[config.mk]
export PLATFORM = sky130hd
export DESIGN_NAME = tsc_sampler
export DESIGN_NICKNAME = d
export VERILOG_FILES = /design/src/rtl/tsc_pkg.sv /design/src/rtl/tsc_sync.sv /design/src/rtl/tsc_close_enough.sv /design/src/rtl/tsc_spi_frame.sv /design/src/rtl/tsc_sampler.sv
export SDC_FILE = /design/constraint.sdc
export NUM_CORES = 1
export LEC_CHECK = 0
export ABC_AREA = 1
export CAP_MARGIN = 20
export CORE_ASPECT_RATIO = 1.2
export CORE_UTILIZATION = 44
export CTS_BUF_LIST = sky130_fd_sc_hd__clkbuf_8
export DETAILED_ROUTE_END_ITERATION = 8
export PLACE_DENSITY = 0.72
export SLEW_MARGIN = 20
export SYNTH_ARGS = -nofsm -noshare
export SYNTH_HDL_FRONTEND = slang
export SYNTH_SLANG_ARGS = --single-unit
[constraint.sdc]
create_clock -name clk -period 7.9 [get_ports clk]
set_input_delay 0.79 -clock clk [delete_from_list [all_inputs] [get_ports clk]]
set_output_delay 0.79 -clock clk [all_outputs]
set_load 0.01 [all_outputs]
[src/rtl/tsc_pkg.sv]
package tsc_pkg;

   localparam int FRAME_BITS = 24;
   localparam int CMD_BITS   = 8;
   localparam int DATA_FIRST = 9;   // first rising edge that carries the reading MSB

   localparam logic [2:0] ADDR_X   = 3'b101;
   localparam logic [2:0] ADDR_Y   = 3'b001;
   localparam logic [1:0] PWR_KEEP = 2'b11;
   localparam logic [1:0] PWR_DOWN = 2'b00;

   typedef enum logic [2:0] {
      S_IDLE,
      S_LAUNCH,
      S_WAIT,
      S_JUDGE,
      S_LAST_LAUNCH,
      S_LAST_WAIT
   } seq_state_t;

   function automatic logic [CMD_BITS-1:0] build_cmd(input logic [2:0] addr,
                                                     input logic       low_res,
                                                     input logic [1:0] pwr);
      return {1'b1, addr, low_res, 1'b0, pwr};
   endfunction

endpackage

[src/rtl/tsc_sync.sv]
module tsc_sync #(
   parameter int STAGES    = 2,
   parameter bit RESET_VAL = 1'b1
) (
   input  logic clk,
   input  logic rst_n,
   input  logic d,
   output logic q
);

   generate
      if (STAGES == 0) begin : g_bypass
         assign q = d;
      end else if (STAGES == 1) begin : g_single
         logic r;
         always_ff @(posedge clk or negedge rst_n) begin
            if (!rst_n) r <= RESET_VAL;
            else        r <= d;
         end
         assign q = r;
      end else begin : g_chain
         logic [STAGES-1:0] r;
         always_ff @(posedge clk or negedge rst_n) begin
            if (!rst_n) r <= {STAGES{RESET_VAL}};
            else        r <= {r[STAGES-2:0], d};
         end
         assign q = r[STAGES-1];
      end
   endgenerate

endmodule

[src/rtl/tsc_close_enough.sv]
module tsc_close_enough #(
   parameter int RES_W = 12
) (
   input  logic [RES_W-1:0] a,
   input  logic [RES_W-1:0] b,
   input  logic [RES_W-1:0] tol,
   output logic             near
);

   logic [RES_W-1:0] gap;

   always_comb begin
      gap  = (a > b) ? (a - b) : (b - a);
      near = (gap <= tol);
   end

endmodule

[src/rtl/tsc_spi_frame.sv]
module tsc_spi_frame #(
   parameter int DIV_W      = 8,
   parameter int FRAME_BITS = 24,
   parameter int CAP_FIRST  = 9,
   parameter int CAP_W      = 12
) (
   input  logic                  clk,
   input  logic                  rst_n,
   input  logic                  start,
   input  logic [FRAME_BITS-1:0] tx_word,
   input  logic [DIV_W-1:0]      half_div,
   input  logic                  miso,
   output logic                  cs_n,
   output logic                  sclk,
   output logic                  mosi,
   output logic                  done,
   output logic [CAP_W-1:0]      rx_field
);

   localparam int EDGE_W = $clog2(2 * FRAME_BITS + 1);
   localparam logic [EDGE_W-1:0] LAST_EDGE = EDGE_W'(2 * FRAME_BITS);
   localparam logic [EDGE_W-2:0] CAP_LO    = (EDGE_W-1)'(CAP_FIRST - 1);
   localparam logic [EDGE_W-2:0] CAP_HI    = (EDGE_W-1)'(CAP_FIRST - 1 + CAP_W);

   logic                  busy;
   logic [DIV_W-1:0]      ph;
   logic [EDGE_W-1:0]     edges;
   logic [FRAME_BITS-1:0] sh;
   logic [EDGE_W-2:0]     rise_idx;
   logic                  in_window;

   assign rise_idx  = edges[EDGE_W-1:1];
   assign in_window = (rise_idx >= CAP_LO) && (rise_idx < CAP_HI);
   assign mosi      = sh[FRAME_BITS-1] & ~cs_n;

   always_ff @(posedge clk or negedge rst_n) begin
      if (!rst_n) begin
         busy     <= 1'b0;
         cs_n     <= 1'b1;
         sclk     <= 1'b0;
         ph       <= '0;
         edges    <= '0;
         sh       <= '0;
         rx_field <= '0;
         done     <= 1'b0;
      end else begin
         done <= 1'b0;
         if (!busy) begin
            if (start) begin
               busy  <= 1'b1;
               cs_n  <= 1'b0;
               sclk  <= 1'b0;
               ph    <= '0;
               edges <= '0;
               sh    <= tx_word;
            end
         end else if (ph != half_div) begin
            ph <= ph + DIV_W'(1);
         end else begin
            ph    <= '0;
            edges <= edges + EDGE_W'(1);
            if (edges == LAST_EDGE) begin
               cs_n <= 1'b1;
               busy <= 1'b0;
               done <= 1'b1;
            end else if (!edges[0]) begin
               sclk <= 1'b1;
               if (in_window) rx_field <= {rx_field[CAP_W-2:0], miso};
            end else begin
               sclk <= 1'b0;
               sh   <= {sh[FRAME_BITS-2:0], 1'b0};
            end
         end
      end
   end

endmodule

[src/rtl/tsc_sampler.sv]
module tsc_sampler #(
   parameter int DIV_W       = 8,
   parameter int RES_W       = 12,
   parameter int RETRY_W     = 4,
   parameter int SYNC_STAGES = 2
) (
   input  logic               clk,
   input  logic               rst_n,
   input  logic               pen_irq_n,
   input  logic               miso,
   input  logic [DIV_W-1:0]   cfg_div,
   input  logic [RES_W-1:0]   cfg_tol,
   input  logic [RETRY_W-1:0] cfg_max_tries,
   output logic               cs_n,
   output logic               sclk,
   output logic               mosi,
   output logic [RES_W-1:0]   x_o,
   output logic [RES_W-1:0]   y_o,
   output logic               coord_valid,
   output logic               coord_err
);
   import tsc_pkg::*;

   localparam logic LOW_RES = (RES_W == 8);
   localparam int   PAD_W   = FRAME_BITS - CMD_BITS;

   generate
      if (!(RES_W == 8 || RES_W == 12)) begin : g_bad_res
         $error("tsc_sampler: RES_W must be 8 or 12");
      end
      if (RETRY_W < 2) begin : g_bad_retry
         $error("tsc_sampler: RETRY_W must be at least 2");
      end
      if (DIV_W < 1) begin : g_bad_div
         $error("tsc_sampler: DIV_W must be at least 1");
      end
   endgenerate

   seq_state_t         state;
   logic               pen_q;
   logic               axis_y;
   logic               have_prev;
   logic               failed;
   logic [RETRY_W-1:0] tries;
   logic [RETRY_W-1:0] lim;
   logic [RES_W-1:0]   prev;
   logic [RES_W-1:0]   x_pend;
   logic [RES_W-1:0]   sample;
   logic               near;
   logic               start;
   logic               frame_done;
   logic [FRAME_BITS-1:0] tx_word;
   logic [CMD_BITS-1:0]   cmd;

   tsc_sync #(.STAGES(SYNC_STAGES), .RESET_VAL(1'b1)) u_pen_sync (
      .clk   (clk),
      .rst_n (rst_n),
      .d     (pen_irq_n),
      .q     (pen_q)
   );

   always_comb begin
      cmd     = build_cmd(axis_y ? ADDR_Y : ADDR_X, LOW_RES,
                          (state == S_LAST_LAUNCH) ? PWR_DOWN : PWR_KEEP);
      tx_word = {cmd, {PAD_W{1'b0}}};
      start   = (state == S_LAUNCH) || (state == S_LAST_LAUNCH);
      lim     = (cfg_max_tries < RETRY_W'(2)) ? RETRY_W'(2) : cfg_max_tries;
   end

   tsc_spi_frame #(
      .DIV_W      (DIV_W),
      .FRAME_BITS (FRAME_BITS),
      .CAP_FIRST  (DATA_FIRST),
      .CAP_W      (RES_W)
   ) u_frame (
      .clk      (clk),
      .rst_n    (rst_n),
      .start    (start),
      .tx_word  (tx_word),
      .half_div (cfg_div),
      .miso     (miso),
      .cs_n     (cs_n),
      .sclk     (sclk),
      .mosi     (mosi),
      .done     (frame_done),
      .rx_field (sample)
   );

   tsc_close_enough #(.RES_W(RES_W)) u_near (
      .a    (sample),
      .b    (prev),
      .tol  (cfg_tol),
      .near (near)
   );

   always_ff @(posedge clk or negedge rst_n) begin
      if (!rst_n) begin
         state       <= S_IDLE;
         axis_y      <= 1'b0;
         have_prev   <= 1'b0;
         failed      <= 1'b0;
         tries       <= '0;
         prev        <= '0;
         x_pend      <= '0;
         x_o         <= '0;
         y_o         <= '0;
         coord_valid <= 1'b0;
         coord_err   <= 1'b0;
      end else begin
         coord_valid <= 1'b0;
         coord_err   <= 1'b0;
         case (state)
            S_IDLE: begin
               if (!pen_q) begin
                  axis_y    <= 1'b0;
                  have_prev <= 1'b0;
                  failed    <= 1'b0;
                  tries     <= '0;
                  state     <= S_LAUNCH;
               end
            end
            S_LAUNCH: begin
               if (tries != '1) tries <= tries + RETRY_W'(1);
               state <= S_WAIT;
            end
            S_WAIT: begin
               if (frame_done) state <= S_JUDGE;
            end
            S_JUDGE: begin
               if (!have_prev) begin
                  prev      <= sample;
                  have_prev <= 1'b1;
                  state     <= S_LAUNCH;
               end else if (near) begin
                  if (!axis_y) begin
                     x_pend    <= sample;
                     axis_y    <= 1'b1;
                     have_prev <= 1'b0;
                     tries     <= '0;
                     state     <= S_LAUNCH;
                  end else begin
                     prev  <= sample;
                     state <= S_LAST_LAUNCH;
                  end
               end else if (tries >= lim) begin
                  failed <= 1'b1;
                  state  <= S_LAST_LAUNCH;
               end else begin
                  prev  <= sample;
                  state <= S_LAUNCH;
               end
            end
            S_LAST_LAUNCH: state <= S_LAST_WAIT;
            S_LAST_WAIT: begin
               if (frame_done) begin
                  if (failed) begin
                     coord_err <= 1'b1;
                  end else begin
                     coord_valid <= 1'b1;
                     x_o         <= x_pend;
                     y_o         <= prev;
                  end
                  state <= S_IDLE;
               end
            end
            default: state <= S_IDLE;
         endcase
      end
   end

endmodule

[Word-level counts from Yosys, hierarchy flattened]
Index checks and enable logic that the tools add are counted.
Word-level totals
  output and inout port bits: 29
  logic and storage cells: 146
  bits in registers: 116
  input port bits: 28
Cells by class
  magnitude comparators: 6
  multiplexer cells: 66
  add/sub/neg operators: 5
  reduce and logical (&&, ||, !) cells: 19
  bitwise logic cells: 7
  equal/unequal tests: 23
Operators by type and width (number)
  24-bit two-way mux: 5
  12-bit two-way mux: 5
  1-bit two-way mux: 30
  3-bit two-way mux: 8
  4-bit two-way mux: 6
  8-bit two-way mux: 3
  12-bit subtractor: 2
  2-bit inequality test, second input constant: 10
  6-bit two-way mux: 3
  3-bit one-hot mux with 6 select lines: 1
  3-bit AND reduction: 5
  12-bit greater-than comparator: 1
  12-bit <= comparator: 1
  4-bit one-hot mux with 3 select lines: 1
  4-bit AND reduction: 3
  5-bit AND reduction: 2
  8-bit by 1-bit adder with 8-bit output, second input constant: 1
  8-bit inequality test: 1
  6-bit by 1-bit adder with 6-bit output, second input constant: 1
  3-bit by 2-bit == test with 1-bit output, second input constant: 2
  3-bit == test, second input constant: 2
  6-bit == test, second input constant: 1
  2-bit by 1-bit inequality test with 1-bit output, second input constant: 3
  3-bit inequality test, second input constant: 2
  18 further kinds: 27

[Depth between registers and ports, before layout]
Gate-level depths: netlist (run 1).
  depth after elaboration: 7
  depth in mapped cells: 30
  mapped depth without buffers: 29

[Modules after synthesis]
Synthesis (run 1) repeated with hierarchy kept, for this count alone.
Unflattened totals
  cells, all modules: 1006
  area total of the unflattened synthesis: 7418.4 um^2
By module, submodules not included
  tsc_spi_frame: cells an instance 375, area each 2911.5 um^2, instances 1
  tsc_sampler: cells an instance 301, area each 2640.0 um^2, instances 1
  tsc_close_enough: cells an instance 328, area each 1814.2 um^2, instances 1
  tsc_sync: cells an instance 2, area each 52.6 um^2, instances 1

[Worst setup path after synthesis (run 1)]
No wires, ideal clock.
  kind: register to register
  from: reg u_frame.rx_field[0]
  to: reg prev[8]
  library setup time: 0.134 ns
  arrival: 3.317 ns
  stages on the path, launching flop included: 28
  setup slack: 4.448 ns
  path through: dfrtp_1 inv_1 ha_1 inv_1 fa_1 nand2_1 nand2_1 nand2_1 o211ai_1 nand2_1 nand2_1 nand2_1 buf_2 nand2_1 nand2_1 inv_1 ha_1 nand2_1 inv_1 nand2_1 inv_1 nand2_1 nand3_1 nand2_1 nand3_1 nand3_1 clkbuf_1 o21ai_0
Between the ends
  word-level cells in the longest chain between the ends: 5
  elaborated cells on any way between the ends: 10
  those cells by class: 2 x add/sub; 2 x order compare; 2 x eq/ne; 3 x mux; 1 x reduce/logical
Ends and longest elaborated chain
  start: declaration: RTL line tsc_spi_frame.sv:17  | output logic [CAP_W-1:0] rx_field
  start signal: assignment: RTL line tsc_spi_frame.sv:68  | if (in_window) rx_field <= {rx_field[CAP_W-2:0], miso};
  12-bit subtractor / 12-bit greater-than comparator (equally long branches): RTL line tsc_close_enough.sv:13  | gap = (a > b) ? (a - b) : (b - a);
  12-bit two-way mux *: RTL line tsc_close_enough.sv:13
  12-bit <= comparator *: RTL line tsc_close_enough.sv:14  | near = (gap <= tol);
  3-bit inequality test (no line) / 12-bit two-way mux (equally long branches)
  3-bit AND reduction (no line) / 12-bit two-way mux (equally long branches)
  end signal: assignment: RTL line tsc_sampler.sv:131  | prev <= sample;
  end signal: assignment: RTL line tsc_sampler.sv:142  | prev <= sample;
  end signal: assignment: RTL line tsc_sampler.sv:149  | prev <= sample;
  end: declaration: RTL line tsc_sampler.sv:46  | logic [RES_W-1:0] prev;
Mark *: on every way between the ends. The rest lies on a longest branch, timed or not.
A chain may end at the register's enable or synchronous reset.

[Worst setup path in the final report (run 1)]
  from: reg u_frame.rx_field[0]
  to: reg x_pend[0]
Between the ends
  word-level cells in the longest chain between the ends: 4
  elaborated cells on any way between the ends: 6
  those cells by class: 2 x add/sub; 2 x order compare; 1 x mux; 1 x reduce/logical
Ends and longest elaborated chain
  12-bit subtractor / 12-bit greater-than comparator (equally long branches): RTL line tsc_close_enough.sv:13
  12-bit two-way mux: RTL line tsc_close_enough.sv:13
  12-bit <= comparator: RTL line tsc_close_enough.sv:14
  4-bit AND reduction (no line)
  end signal: assignment: RTL line tsc_sampler.sv:136  | x_pend <= sample;
  end: declaration: RTL line tsc_sampler.sv:47  | logic [RES_W-1:0] x_pend;
Several ways; a longest one is shown, not always the timed one.

==> results of run 1 <==
flip-flops by register name, summed over array words and instances, names as in the netlist, 2 cells and up:
name and cells:
u_frame.ph 8, x_o 12, u_pen_sync.g_chain.r 2, state 3, u_frame.rx_field 12, prev 12
y_o 12, u_frame.edges 6, tries 4, u_frame.sh 8, x_pend 12
layout make-up:
class | count | share of cell area
Timing Repair Buffer | 58 | 0.0833
Multi-Input combinational cell | 519 | 0.430
Tap cell | 168 | 0.0304
Inverter | 128 | 0.0694
Sequential cell | 100 | 0.362
Clock buffer | 9 | 0.0179
Clock inverter | 7 | 0.00651
final timing paths:
check	slack (ns)	from	end	cells after the start
setup / recovery	3.59	u_frame.rx_field[0]	x_pend[0]	24
hold / removal	0.28	rst_n	u_frame.rx_field[9]	1
setup reg to reg	3.59	u_frame.rx_field[0]	x_pend[0]	24
hold reg to reg	0.37	u_pen_sync.g_chain.r[0]	u_pen_sync.g_chain.r[1]	0
max in group asynchronous	6.63	rst_n	y_o[0]	2
min in group clk	0.37	u_pen_sync.g_chain.r[0]	u_pen_sync.g_chain.r[1]	0
stage by stage:
step	cells	instance area, um2	hold WS (ns)
after global routing	989	6920	0.282
after detailed placement	973	6750	0.355
after CTS	989	6920	0.269
final	989	6920	0.277
after global placement	973	6750	0.346
after floorplan	767	6100	0.345
cells by family after synthesis:
group                      count (synthesis)  synth area share
and+or+nand+nor                          298             0.211
AOI/OAI and AO/OA                        150             0.145
buffers and inverters                    148             0.101
DFF                                      100             0.411
adders and majority gates                 45            0.0948
xor gates and xnor gates                  26            0.0373
synth_stat cells, types with 2 or more instances:
| cell | number | area [um2] |
|---|---|---|
| ha_1 | 43 | 538 |
| buf_2 | 6 | 30.0 |
| nand3_1 | 25 | 125 |
| o21ai_2 | 23 | 201 |
| buf_6 | 6 | 67.6 |
| clkbuf_1 | 3 | 11.3 |
| nor3_4 | 2 | 32.5 |
| o22ai_1 | 6 | 37.5 |
| o21a_1 | 3 | 22.5 |
| xnor2_1 | 3 | 26.3 |
| nor2_1 | 36 | 135 |
| o21ai_1 | 25 | 125 |
| nor3_1 | 10 | 50.1 |
| nand4_1 | 9 | 56.3 |
| inv_2 | 13 | 48.8 |
| o31ai_1 | 3 | 22.5 |
| xor2_1 | 23 | 201 |
| o21bai_1 | 4 | 30.0 |
| nand2_4 | 2 | 22.5 |
| o21ai_0 | 42 | 210 |
| nor2_2 | 3 | 18.8 |
| o211ai_1 | 2 | 15.0 |
| a21oi_1 | 39 | 195 |
| fa_1 | 2 | 40.0 |
| nand2_1 | 193 | 724 |
| nand2_2 | 12 | 75.1 |
| clkbuf_2 | 5 | 25.0 |
| dfrtp_1 | 97 | 2430 |
| inv_1 | 115 | 432 |
| dfstp_2 | 3 | 78.8 |
routing by layer:
layer  share of wire  vias up  track usage
met5               0        -            0
met4           0.012        0       0.0447
met3           0.032       11       0.0303
met2            0.46       64        0.286
met1            0.50     2183        0.249
li1                -     2536            -
power breakdown:
| group | switching [uW] | total [uW] | internal, uW |
|---|---|---|---|
| clock | 177 | 291 | 114 |
| sequential | 104 | 749 | 646 |
| combinational | 688 | 1110 | 423 |
| total | 969 | 2150 | 1180 |
==> impl_metrics.yaml, run 1 <==
clock_tree:
  cts-root-buf: "clkbuf_8"
  cts_sinks: 100
  htreeDepth: 3
  insertion_delay_ns: 0.37
  hold_buffers: 0
  cts_resized: 0
  cts_setup_buffers: 0
  cts_max_path_buffers: 2
  cts_tree: "built"
  cts_buffers: 9
  path_clk_slew_ns: 0.10
timing:
  timing.fmax_mhz: 232
  fin_skew_ns: 0.0176
  worstMarginPinSlew_ns: 0.843
  worst_slack_ns: 3.59
  drv_slew: 0
  fin_crit_ns: 4.31
  fin_setup_tns_ns: 0
  max_slew_margin: 0.438
  setup_viol: 0
  fin_crit_sh: 0.545
  rsz0062_at_grt: "no"
  final-hold-violation-count: 0
logic_synthesis:
  synth_fp_nets: 840
  syn_inst: 767
  synth_edf_count: 0
  synth_warnings: 0
  syn_area_um2: 6100
  synthArstFlopShare: 1.00
  avgSynthCellArea_um2: 7.95
  synth-seq-cells: 100
  synth_ff_type: "dfrtp_1"
  ys_types: 39
  ys_seq_area_frac: 0.411
global_route:
  grt_start_max_net_pins: 82
  track_usage: 0.178
  grt_remaining_overflow: 0
  antenna_found_initial: 0
  grt_pass1_vias: 4463
  grt_pass1_wl_um: 20200
die:
  coreArea_um2: 13400
  start_util: 0.457
  rows: 46
  ioPinCount: 57
  die_area_um2: 14300
  die_y_um: 131
  die_x_um: 109
cells_and_area:
  synthToLayoutAreaGrowth_pct: 13.5
  drive_gt1_frac: 0.0950
  final_util: 0.518
  fillers: 1316
  mostFrequentLayoutCell: "nand2_1"
  multi_input_area_um2: 2980
  layout_common_cells: "nand2_1, inv_1, dfrtp_1"
  seq_area_um2: 2510
  fin_nets: 889
  antenna_cells: 0
route:
  first_pass_iters: 4
  initialDrtViolationCount: 228
  drc: 0
  via_per_inst: 4.85
  wirelength_um: 12000
  vias: 4794
  final_antenna_net_count: 0
  wire_per_inst_um: 12.2
worst_setup_path:
  worstSetupStartpointType: "flop"
  crit_family: "simple AND/OR/NAND/NOR gates"
  cp_num_buf_inv: 4
  worstSetupPathType: "reg2reg"
  endpoint_kind: "flop"
  crit_arrival_ns: 4.51
  cp_max_fo: 25
  cp_cell_sequence: "inv_1, ha_1, inv_1, fa_1, nand2_1, nand2_1, nand2_1, o211ai_1, nand2_1, nand2_1, nand2_1, inv_2, nand2_1, nand2_1, inv_1, ha_1, a21oi_1, nor2_1, nor2_1, nand3_1, nand2_1, nand2_1, nor2_2, o21ai_0"
  cp_slowest_stage_delay_ns: 0.65
  required_ns: 8.11
  cp_common_cell: "nand2_1"
  cpMaxStageDelayCell: "nor2_2"
placed_design:
  portBuffers: 56
  place.gp.congestion: 0.866
  place_ws_ns: 3.58
  hpwlAfterDp_um: 9140
power:
  powerDensity_nw_per_um2: 311
  leakagePower_uw: 0.00353
  power.total_uw: 2150
  ir_drop_v: 0.000174
flow_run:
  cap_violations: 0
run_status:
  status: "finished, final reports clean"
worst_hold_path:
  holdCritPathClass: "in2async"
No activity file was read; power rests on OpenSTA's default activity.
==> inputs of run 2 (changes only) <==
--- a/config.mk
+++ b/config.mk
@@ -11,7 +11,7 @@
 export CORE_UTILIZATION = 44
 export CTS_BUF_LIST = sky130_fd_sc_hd__clkbuf_8
 export DETAILED_ROUTE_END_ITERATION = 8
-export PLACE_DENSITY = 0.72
+export PLACE_DENSITY = 0.74
 export SLEW_MARGIN = 20
 export SYNTH_ARGS = -nofsm -noshare
 export SYNTH_HDL_FRONTEND = slang
==> constraint.sdc (replaced) <==
create_clock -name clk -period 3.9 [get_ports clk]
set_input_delay 0.39 -clock clk [delete_from_list [all_inputs] [get_ports clk]]
set_output_delay 0.39 -clock clk [all_outputs]
set_load 0.01 [all_outputs]
==> run 2 against run 1 <==
Die area unchanged. Critical endpoint is now x_pend[11]. First-iteration DRC count up 23%. Hold slack worse by 0.24 ns. Wire length up 4.8%. Clock skew down 0.0033 ns. Sequential power up 100%.
==> impl_metrics.yaml, run 2 (synthesized netlist as in run 1, its figures left out) <==
run_status:
  status: "finished, final reports clean"
route:
  wire_per_inst_um: 12.6
  vias: 4977
  via_per_inst: 4.98
  first_pass_iters: 5
  drc: 0
  initialDrtViolationCount: 281
  final_antenna_net_count: 0
  wirelength_um: 12600
die:
  die_y_um: 131
  coreArea_um2: 13400
  die_x_um: 109
  rows: 46
  start_util: 0.457
  die_area_um2: 14300
  ioPinCount: 57
worst_setup_path:
  cp_max_fo: 12
  cp_common_cell: "nand2_1"
  worstSetupPathType: "reg2reg"
  worst_r2r_endpoint: "x_pend[11]"
  rrSetupSlack_ns: 0.27
  required_ns: 4.15
  cp_cell_sequence: "ha_2, nand2_1, o21ai_0, nand2_1, nand3_1, xor2_1, nand2_1, nand2_1, inv_1, ha_1, a21o_1, nor2_1, nand3_2, nand2_2, nand2_4, nor2_4, clkbuf_16, o21ai_0"
  cp_slowest_stage_delay_ns: 0.46
  crit_arrival_ns: 3.88
  crit_family: "simple AND/OR/NAND/NOR gates"
  reg2reg_depth: 18
  endpoint_kind: "flop"
  r2r_start: "u_frame.rx_field[2]"
  cpMaxStageDelayCell: "dfrtp_1"
  cp_num_buf_inv: 2
  worstSetupStartpointType: "flop"
timing:
  fin_crit_sh: 0.929
  timing.fmax_mhz: 276
  setup_viol: 0
  fin_skew_ns: 0.0144
  final-hold-violation-count: 0
  drv_slew: 0
  max_slew_margin: 0.490
  worst_slack_ns: 0.275
  fin_crit_ns: 3.63
  worstMarginPinSlew_ns: 0.764
clock_tree:
  cts-root-buf: "clkbuf_8"
  htreeDepth: 3
  cts_buffers: 9
  hold_buffers: 0
  path_clk_slew_ns: 0.10
  cts_sinks: 100
  insertion_delay_ns: 0.38
  cts_max_path_buffers: 2
  cts_tree: "built"
cells_and_area:
  mostFrequentLayoutCell: "nand2_1"
  synthToLayoutAreaGrowth_pct: 17.1
  drive_gt1_frac: 0.125
  antenna_cells: 0
  fin_nets: 899
  finalInstanceArea_um2: 7140
  fillers: 1247
  layout_common_cells: "nand2_1, inv_1, dfrtp_1"
global_route:
  grt_use_met3: 0.0332
  gr-usage-met1: 0.241
  antenna_found_initial: 0
  top_usage_layer: "met2"
  grt_pass1_wl_um: 20800
  use_met2: 0.309
  grt_remaining_overflow: 0
  track_usage: 0.184
  grt_start_max_net_pins: 84
  grt_pass1_vias: 4609
placed_design:
  placed_area_um2: 6800
  place.gp.congestion: 0.869
  place_ws_ns: 0.0256
  hpwlAfterDp_um: 9160
  portBuffers: 56
worst_hold_path:
  holdCritPathClass: "in2async"
power:
  ir_drop_v: 0.000426
  powerDensity_nw_per_um2: 654
  leakagePower_uw: 0.00361
flow_run:
  cap_violations: 0
[run 2: cell count changes in the layout (fill, tap and decap cells not counted), sizes merged]
cell    before  now
buf          3   10
nand2      207  208
inv        132  130
clkinv       1    2
clkbuf       9   11
bufinv       0    1
[run 2: worst register-to-register path: stages, from the launching register on]
cell,delay [ns]
dfrtp_1,0.46
ha_2,0.42
nand2_1,0.11
o21ai_0,0.46
nand2_1,0.11
nand3_1,0.13
xor2_1,0.15
nand2_1,0.07
nand2_1,0.06
inv_1,0.04
ha_1,0.28
a21o_1,0.18
nor2_1,0.15
nand3_2,0.15
nand2_2,0.15
nand2_4,0.07
nor2_4,0.22
clkbuf_16,0.21
o21ai_0,0.08
[run 2: worst max-delay path by stage]
stage / start / endpoint / slack, ns / cells after the start
2_1_floorplan: u_frame.rx_field[0] / prev[8] / 0.45 / 27
3_3_place_gp: u_frame.rx_field[0] / x_pend[0] / 0.20 / 24
3_5_place_dp: u_frame.rx_field[0] / x_pend[10] / 0.03 / 24
4_1_cts: u_frame.rx_field[0] / x_pend[1] / 0.13 / 26
5_1_grt: prev[5] / x_pend[11] / -0.009 / 26
6_report: u_frame.rx_field[2] / x_pend[11] / 0.27 / 18
[run 2: power by group]
| part | leakage [uW] | internal [uW] | switching (uW) |
|---|---|---|---|
| sequential | 0.00121 | 1310 | 210 |
| combinational | 0.00230 | 983 | 1490 |
| clock | 0.0000987 | 301 | 377 |
| total | 0.00361 | 2590 | 2080 |
[run 2: metal layers]
layer  part of all wire  wire (um)
met1               0.47       5910
met2               0.48       6090
met3              0.037        466
met4              0.011        144
met5                  0          0
[run 2: timing repair]
action / 4_1_cts / 5_1_grt
buffers inserted: 0 / 4
endpoints found under the setup margin: 3 / 32
pin swaps: 0 / 4
cloned: 0 / 3
gates resized for setup: 1 / 18
[run 2: final cells by class]
| cell class | instances | area (um2) | share of cell area |
|---|---|---|---|
| inverter | 128 | 483 | 0.0676 |
| timing repair buffer | 67 | 704 | 0.0987 |
| tap | 168 | 210 | 0.0294 |
| clock buffer | 9 | 124 | 0.0173 |
| multi-input combinational | 520 | 3040 | 0.425 |
| sequential | 100 | 2510 | 0.351 |
| clock inverter | 7 | 77.6 | 0.0109 |
[run 2: metrics by stage]
step,setup TNS (ns),util,std cells,power [uW],hold slack [ns]
finish,0,0.535,999,4670,0.0370
CTS,0,0.524,992,4500,0.229
floorplan,0,-,767,3270,0.0944
global placement,0,0.509,976,3770,0.346
global route,-0.0398,0.535,999,5150,0.116
detailed placement,0,0.509,976,3810,0.351
